<file path="src/rtl/guard_wdt_pkg.sv">
package guard_wdt_pkg;
  localparam int CODE_W = 4;
  localparam logic [1:0] ADDR_KEY  = 2'd0;
  localparam logic [1:0] ADDR_CTRL = 2'd1;
  localparam logic [1:0] ADDR_WIN  = 2'd2;
  localparam int FLD_CHG  = 0;
  localparam int FLD_EN   = 1;
  localparam int FLD_CODE = 2;

  typedef enum logic {PH_CLOSED = 1'b0, PH_OPEN = 1'b1} phase_e;

  typedef struct packed {
    logic              sel_win;
    logic              chg;
    logic              en;
    logic [CODE_W-1:0] code;
  } stage_t;
endpackage

</file>
<file path="src/rtl/guard_wdt_span.sv">
module guard_wdt_span
  import guard_wdt_pkg::*;
#(
  parameter int CNT_W      = 14,
  parameter int BASE_SHIFT = 3
) (
  input  logic [CODE_W-1:0] code_i,
  output logic [CNT_W-1:0]  span_o
);
  localparam logic [CNT_W-1:0] ONE = {{(CNT_W-1){1'b0}}, 1'b1};

  always_comb begin
    span_o = ONE << (BASE_SHIFT + int'(code_i));
  end
endmodule

</file>
<file path="src/rtl/guard_wdt_cfg.sv">
module guard_wdt_cfg
  import guard_wdt_pkg::*;
#(
  parameter int               DATA_W     = 8,
  parameter int               MAX_CODE   = 10,
  parameter logic [DATA_W-1:0] KEY       = 'h5A,
  parameter int               UNLOCK_CYC = 4
) (
  input  logic              clk,
  input  logic              rst,
  input  logic              tick_i,
  input  logic              wr_en_i,
  input  logic [1:0]        wr_addr_i,
  input  logic [DATA_W-1:0] wr_data_i,
  input  logic              lock_i,
  output logic              run_en_o,
  output logic              win_en_o,
  output logic [CODE_W-1:0] per_o,
  output logic [CODE_W-1:0] wper_o,
  output logic              busy_o
);
  localparam int KW = $clog2(UNLOCK_CYC + 1);
  localparam logic [KW-1:0] KEY_LOAD = KW'(UNLOCK_CYC);

  logic [KW-1:0]     key_q;
  logic              pend_q;
  stage_t            stg_q;
  logic              run_q, win_q;
  logic [CODE_W-1:0] per_q, wper_q;
  logic [CODE_W-1:0] wcode;
  logic              key_hit, prot_hit, code_ok, accept;

  assign wcode = wr_data_i[FLD_CODE +: CODE_W];

  always_comb begin
    key_hit  = wr_en_i && (wr_addr_i == ADDR_KEY);
    prot_hit = wr_en_i && ((wr_addr_i == ADDR_CTRL) || (wr_addr_i == ADDR_WIN));
    code_ok  = (wcode <= CODE_W'(MAX_CODE));
    accept   = prot_hit && (key_q != '0) && !pend_q && !lock_i && code_ok;
  end

  // unlock window after the key write
  always_ff @(posedge clk) begin
    if (rst) begin
      key_q <= '0;
    end else if (key_hit) begin
      key_q <= (wr_data_i == KEY) ? KEY_LOAD : '0;
    end else if (key_q != '0) begin
      key_q <= key_q - 1'b1;
    end
  end

  // staging and transfer into the tick domain
  always_ff @(posedge clk) begin
    if (rst) begin
      pend_q <= 1'b0;
      stg_q  <= '0;
      run_q  <= 1'b0;
      win_q  <= 1'b0;
      per_q  <= '0;
      wper_q <= '0;
    end else if (pend_q && tick_i) begin
      pend_q <= 1'b0;
      if (stg_q.sel_win) begin
        wper_q <= stg_q.code;
        if (stg_q.chg) win_q <= stg_q.en;
      end else begin
        per_q <= stg_q.code;
        if (stg_q.chg) run_q <= stg_q.en;
      end
    end else if (accept) begin
      pend_q        <= 1'b1;
      stg_q.sel_win <= (wr_addr_i == ADDR_WIN);
      stg_q.chg     <= wr_data_i[FLD_CHG];
      stg_q.en      <= wr_data_i[FLD_EN];
      stg_q.code    <= wcode;
    end
  end

  assign run_en_o = run_q;
  assign win_en_o = win_q;
  assign per_o    = per_q;
  assign wper_o   = wper_q;
  assign busy_o   = pend_q;
endmodule

</file>
<file path="src/rtl/guard_wdt_counter.sv">
module guard_wdt_counter
  import guard_wdt_pkg::*;
#(
  parameter int CNT_W = 14
) (
  input  logic             clk,
  input  logic             rst,
  input  logic             tick_i,
  input  logic             kick_i,
  input  logic             run_en_i,
  input  logic             win_en_i,
  input  logic [CNT_W-1:0] closed_span_i,
  input  logic [CNT_W-1:0] open_span_i,
  output logic             rst_req_o,
  output logic             in_open_o
);
  logic [CNT_W-1:0] cnt_q;
  logic [CNT_W:0]   cnt_nx;
  phase_e           ph_q;
  logic             req_q;
  logic             closed_now, closed_done, open_done;

  always_comb begin
    cnt_nx      = {1'b0, cnt_q} + {{CNT_W{1'b0}}, 1'b1};
    closed_now  = win_en_i && (ph_q == PH_CLOSED);
    closed_done = cnt_nx >= {1'b0, closed_span_i};
    open_done   = cnt_nx >= {1'b0, open_span_i};
  end

  always_ff @(posedge clk) begin
    if (rst) begin
      cnt_q <= '0;
      ph_q  <= PH_CLOSED;
      req_q <= 1'b0;
    end else begin
      req_q <= 1'b0;
      if (!run_en_i) begin
        cnt_q <= '0;
        ph_q  <= PH_CLOSED;
      end else if (kick_i) begin
        cnt_q <= '0;
        ph_q  <= PH_CLOSED;
        if (closed_now) req_q <= 1'b1;
      end else if (tick_i) begin
        if (closed_now) begin
          if (closed_done) begin
            cnt_q <= '0;
            ph_q  <= PH_OPEN;
          end else begin
            cnt_q <= cnt_nx[CNT_W-1:0];
          end
        end else if (open_done) begin
          cnt_q <= '0;
          ph_q  <= PH_CLOSED;
          req_q <= 1'b1;
        end else begin
          cnt_q <= cnt_nx[CNT_W-1:0];
        end
      end
    end
  end

  assign rst_req_o = req_q;
  assign in_open_o = (ph_q == PH_OPEN);
endmodule

</file>
<file path="src/rtl/guard_wdt.sv">
module guard_wdt
  import guard_wdt_pkg::*;
#(
  parameter int               CNT_W      = 14,
  parameter int               BASE_SHIFT = 3,
  parameter int               MAX_CODE   = 10,
  parameter int               DATA_W     = 8,
  parameter logic [DATA_W-1:0] KEY       = 'h5A,
  parameter int               UNLOCK_CYC = 4
) (
  input  logic              clk,
  input  logic              rst,
  input  logic              tick_i,
  input  logic              wr_en_i,
  input  logic [1:0]        wr_addr_i,
  input  logic [DATA_W-1:0] wr_data_i,
  input  logic              kick_i,
  input  logic              fuse_lock_i,
  output logic              busy_o,
  output logic              rst_req_o,
  output logic [DATA_W-1:0] ctrl_rd_o,
  output logic [DATA_W-1:0] win_rd_o
);
  logic              run_en, win_en, in_open;
  logic [CODE_W-1:0] per, wper;
  logic [CNT_W-1:0]  open_span, closed_span;

  guard_wdt_cfg #(
    .DATA_W(DATA_W), .MAX_CODE(MAX_CODE), .KEY(KEY), .UNLOCK_CYC(UNLOCK_CYC)
  ) u_cfg (
    .clk(clk), .rst(rst), .tick_i(tick_i),
    .wr_en_i(wr_en_i), .wr_addr_i(wr_addr_i), .wr_data_i(wr_data_i),
    .lock_i(fuse_lock_i),
    .run_en_o(run_en), .win_en_o(win_en), .per_o(per), .wper_o(wper),
    .busy_o(busy_o)
  );

  guard_wdt_span #(.CNT_W(CNT_W), .BASE_SHIFT(BASE_SHIFT)) u_open_span (
    .code_i(per), .span_o(open_span)
  );

  guard_wdt_span #(.CNT_W(CNT_W), .BASE_SHIFT(BASE_SHIFT)) u_closed_span (
    .code_i(wper), .span_o(closed_span)
  );

  guard_wdt_counter #(.CNT_W(CNT_W)) u_cnt (
    .clk(clk), .rst(rst), .tick_i(tick_i), .kick_i(kick_i),
    .run_en_i(run_en), .win_en_i(win_en),
    .closed_span_i(closed_span), .open_span_i(open_span),
    .rst_req_o(rst_req_o), .in_open_o(in_open)
  );

  assign ctrl_rd_o = DATA_W'({per, run_en, 1'b0});
  assign win_rd_o  = DATA_W'({wper, win_en, 1'b0});
endmodule

</file>
<file path="config.mk">
export PLATFORM = sky130hd
export DESIGN_NAME = guard_wdt
export DESIGN_NICKNAME = d
export VERILOG_FILES = /design/src/rtl/guard_wdt_pkg.sv /design/src/rtl/guard_wdt_span.sv /design/src/rtl/guard_wdt_cfg.sv /design/src/rtl/guard_wdt_counter.sv /design/src/rtl/guard_wdt.sv
export SDC_FILE = /design/constraint.sdc
export NUM_CORES = 1
export LEC_CHECK = 0
export BUFFER_PORTS_ARGS = -buffer_cell sky130_fd_sc_hd__buf_2
export CORE_MARGIN = 1.5
export CORE_UTILIZATION = 61
export DETAILED_ROUTE_END_ITERATION = 10
export GPL_TIMING_DRIVEN = 0
export HOLD_SLACK_MARGIN = 0.03
export PLACE_DENSITY = 0.83
export SYNTH_ARGS = -nofsm -noshare
export SYNTH_HDL_FRONTEND = slang
export SYNTH_HIERARCHICAL = 1
export SYNTH_SLANG_ARGS = --single-unit
</file>
<file path="constraint.sdc">
create_clock -name clk -period 4.48 [get_ports clk]
set_input_delay 0.224 -clock clk [delete_from_list [all_inputs] [get_ports clk]]
set_output_delay 0.224 -clock clk [all_outputs]
set_load 0.05 [all_outputs]
</file>
==> flow_summary.rst <==
.. list-table::
   :header-rows: 1

   * - Metric
     - Value
   * - Area growth, synth to finish
     - 11.3%
   * - Count of hold-fix buffers inserted at cts
     - 0
   * - Run status
     - completed
   * - Total setup buffers inserted after CTS
     - 0
   * - Worst setup path class
     - reg2reg
   * - LEAKAGE
     - 1.56 nW
   * - Number of setup violations in the final report
     - 0
   * - Yosys warning total
     - 6
   * - Die area
     - 5460 µm²
   * - Wire length reported by the detailed router
     - 5980 µm
   * - Number of vias in the routed layout
     - 2413
   * - Area of the core region
     - 4790 µm²
   * - Dpl cell area
     - approximately 3300 µm²
   * - Wire length of the first global-routing pass
     - 10300 µm
   * - Leading post-synthesis cells by cell area
     - sky130_fd_sc_hd__dfxtp_1 (24%), sky130_fd_sc_hd__ha_1 (14%), sky130_fd_sc_hd__mux2i_1 (5.9%)
   * - Number of maximum-capacitance violations
     - 0
   * - Max Root-Sink Buffers
     - 2
   * - RePlAce Congestion
     - 0.833
   * - Number of global-route vias before repair
     - between 2000 and 2500
   * - Number of enable-type register cells in the synthesized netlist
     - 0
   * - Die height
     - 73.9 µm
   * - Sequential element share of the synthesized area
     - 24.2%
   * - H-tree depth
     - 2
   * - Clock tree root driver cell
     - sky130_fd_sc_hd__clkbuf_8
   * - Number of antenna cells inserted
     - 0
   * - Cell type contributing the most total cell area after synthesis
     - sky130_fd_sc_hd__dfxtp_1
   * - Kind of end point of the critical path
     - register
   * - Worst setup skew after layout
     - 10.5 ps
   * - Most common flop cell mapped by yosys
     - sky130_fd_sc_hd__dfxtp_1
   * - Number of failing hold endpoints at the final stage
     - 0
   * - Final design area excluding fillers
     - 3410 µm²
   * - Type of origin of the critical path
     - register
   * - Final sum of negative setup slack
     - 0 ps
   * - Most frequently used cell type in the post-synthesis netlist
     - sky130_fd_sc_hd__dfxtp_1
   * - Final period util
     - 71.1%
   * - Overflow left after global routing
     - 0
   * - NumNets Final
     - 425
   * - CTS tree
     - yes
   * - GRT Resource Usage Total
     - 24.3%
   * - Post-synthesis register bit count
     - 37
   * - Count of pins on the block boundary
     - 34
   * - Portion of synthesized cell area occupied by the leading cell type
     - approximately a quarter
   * - Latest clock arrival within the worst-skew pair
     - 300 ps
   * - Detailed-route wire length per cell
     - 13.5 µm
   * - Synthesized area per cell
     - 9.24 µm²
   * - Remaining routing DRC violations
     - 0
   * - Pin count of the biggest net entering global routing
     - 15
   * - Number of nets with antenna violations after routing
     - 0
   * - Initial standard-cell utilization of the core
     - 64.1%
   * - Initial DRC count
     - between 100 and 150
   * - Gate family responsible for the most delay along the worst path
     - simple AND/OR/NAND/NOR gates
   * - Worst path buffer plus inverter count
     - 0
   * - Slowest stage cell, crit path
     - sky130_fd_sc_hd__dfxtp_1
   * - Number of detailed-routing iterations run before antenna repair
     - 5
   * - Synth Cell Area
     - 3070 µm²
   * - Width of the chip
     - about 74 µm
   * - Placed wire-length estimate after detailed placement
     - 4740 µm
   * - Worst EP arrival
     - 3420 ps
   * - Synth cell count leaders
     - sky130_fd_sc_hd__dfxtp_1 (37), sky130_fd_sc_hd__ha_1 (34), sky130_fd_sc_hd__inv_1 (34), sky130_fd_sc_hd__nor2_1 (21)
   * - Count of final max-slew check failures
     - 0
   * - Final period demand of the worst path
     - 3190 ps
   * - Per-cell via count in the routed design
     - 5.45
   * - Resized cells post-CTS
     - 0
   * - Maximum fanout along the worst path
     - 7
   * - Share of synthesized registers carrying an async set or reset
     - 0%
   * - Number of clock buffers inserted by TritonCTS
     - 5
   * - Timing-limited maximum frequency
     - approximately 310 MHz
   * - Crit-path cells
     - ha_1, nand4_2, nor2_1, and4_1, xor2_1, ha_1, nand4_1, a21oi_1, nor2_1, nand3_1, o21a_2, or3_1, o21ai_1
   * - Port-buffer cells
     - 27
   * - Data required time of the worst path
     - 4710 ps
   * - Cell count after synthesis
     - 332
   * - Max VDD drop
     - 0.298 mV
   * - Total number of clock tree sinks
     - 37
   * - Setup repair after global routing missed its margin
     - no
   * - Distinct cells, synth
     - 53
   * - Layout cell share with drive strength beyond 1
     - 25.8%
   * - Classification of the worst-slack hold path
     - in2reg
   * - Critical path's largest stage delay
     - 500 ps
   * - Clock Pin Slew Worst Setup and Hold Paths
     - 90 ps
   * - Initial antenna violation count
     - 0
   * - Power density cells
     - between 200 and 250 nW/µm²
   * - Site Rows
     - 25
==> kinds of logic after synthesis <==
logic type	count (synthesis)	synth area share, %
adder cells (fa/ha/maj)	34	13.9
multiplexers	18	5.88
AO/OA/AOI/OAI	43	10.8
other	3	0.367
XOR/XNOR	13	4.20
flip-flops	37	24.2
buffers and inverters	62	11.3
AND/OR/NAND/NOR	122	29.4
==> layout make-up <==
type                       instances  area [µm²]
buffer                            28         220
sequential                        37         741
clock buffer                       5        68.8
multi-input combinational        242        2010
timing repair buffer              27         135
tap                               67        83.8
fill                             366        1370
inverter                          34         128
clock inverter                     3        25.0
==> final timing paths <==
check / from / end / slack [ps] / depth (start not counted)
setup reg to reg: u_cnt/cnt_q[0] / u_cnt/cnt_q[5] / 1290 / 13
setup / recovery: u_cnt/cnt_q[0] / u_cnt/cnt_q[5] / 1290 / 13
hold reg to reg: u_cnt/in_open_o / u_cnt/in_open_o / 470 / 2
hold / removal: wr_data_i[5] / u_cfg/stg_q[3] / 200 / 3
==> tightest hold or removal path, stage by stage <==
cell,delay (ps)
sky130_fd_sc_hd__buf_2,100
sky130_fd_sc_hd__nand2b_1,60
sky130_fd_sc_hd__mux2i_1,60
==> sequential cells by signal (all words and copies together) (netlist names), 3 cells and up <==
register      flops
u_cnt/cnt_q      14
u_cfg/stg_q       7
u_cfg/per_o       4
u_cfg/key_q       3
u_cfg/wper_o      4
==> cells in the final DEF, fill, tap and decap left out, drive strengths merged, types with 7 or more instances in the layout <==
master	n
a21oi	9
a22o	10
and4bb	9
buf	53
clkbuf	7
conb	12
dfxtp	37
ha	34
inv	36
mux2i	18
nand2	14
nand2b	16
nand3	12
nand4	14
nor2	23
nor4b	8
o21ai	8
xnor2	8
==> per-stage QoR <==
stage	utilization (%)	power, mW	worst slack (ps)	hold slack [ps]	cells
finish	71.3	0.716	1290	196	443
global route	71.3	0.751	1090	199	443
CTS	71.3	0.720	1300	185	443
detailed placement	69.4	0.468	1340	454	435
global placement	69.4	0.463	1400	445	435
floorplan	-	0.444	1770	379	341
==> power by group <==
part,leakage [nW],internal (mW),total [mW],switching [mW]
Clock,0.0452,0.114,0.255,0.141
Sequential,0.299,0.342,0.350,0.00828
Combinational,1.21,0.0503,0.111,0.0602
Total,1.56,0.506,0.716,0.210
==> routing by layer <==
| layer | wire (µm) | global-route usage (%) | up-vias |
|---|---|---|---|
| li1 | - | - | 1231 |
| met1 | 2600 | 27.4 | 1101 |
| met2 | 2950 | 43.5 | 63 |
| met3 | 250 | 4.39 | 18 |
| met4 | 178 | 12.3 | 0 |
| met5 | 0 | 0 | - |
No activity file was read; power rests on OpenSTA's default activity.
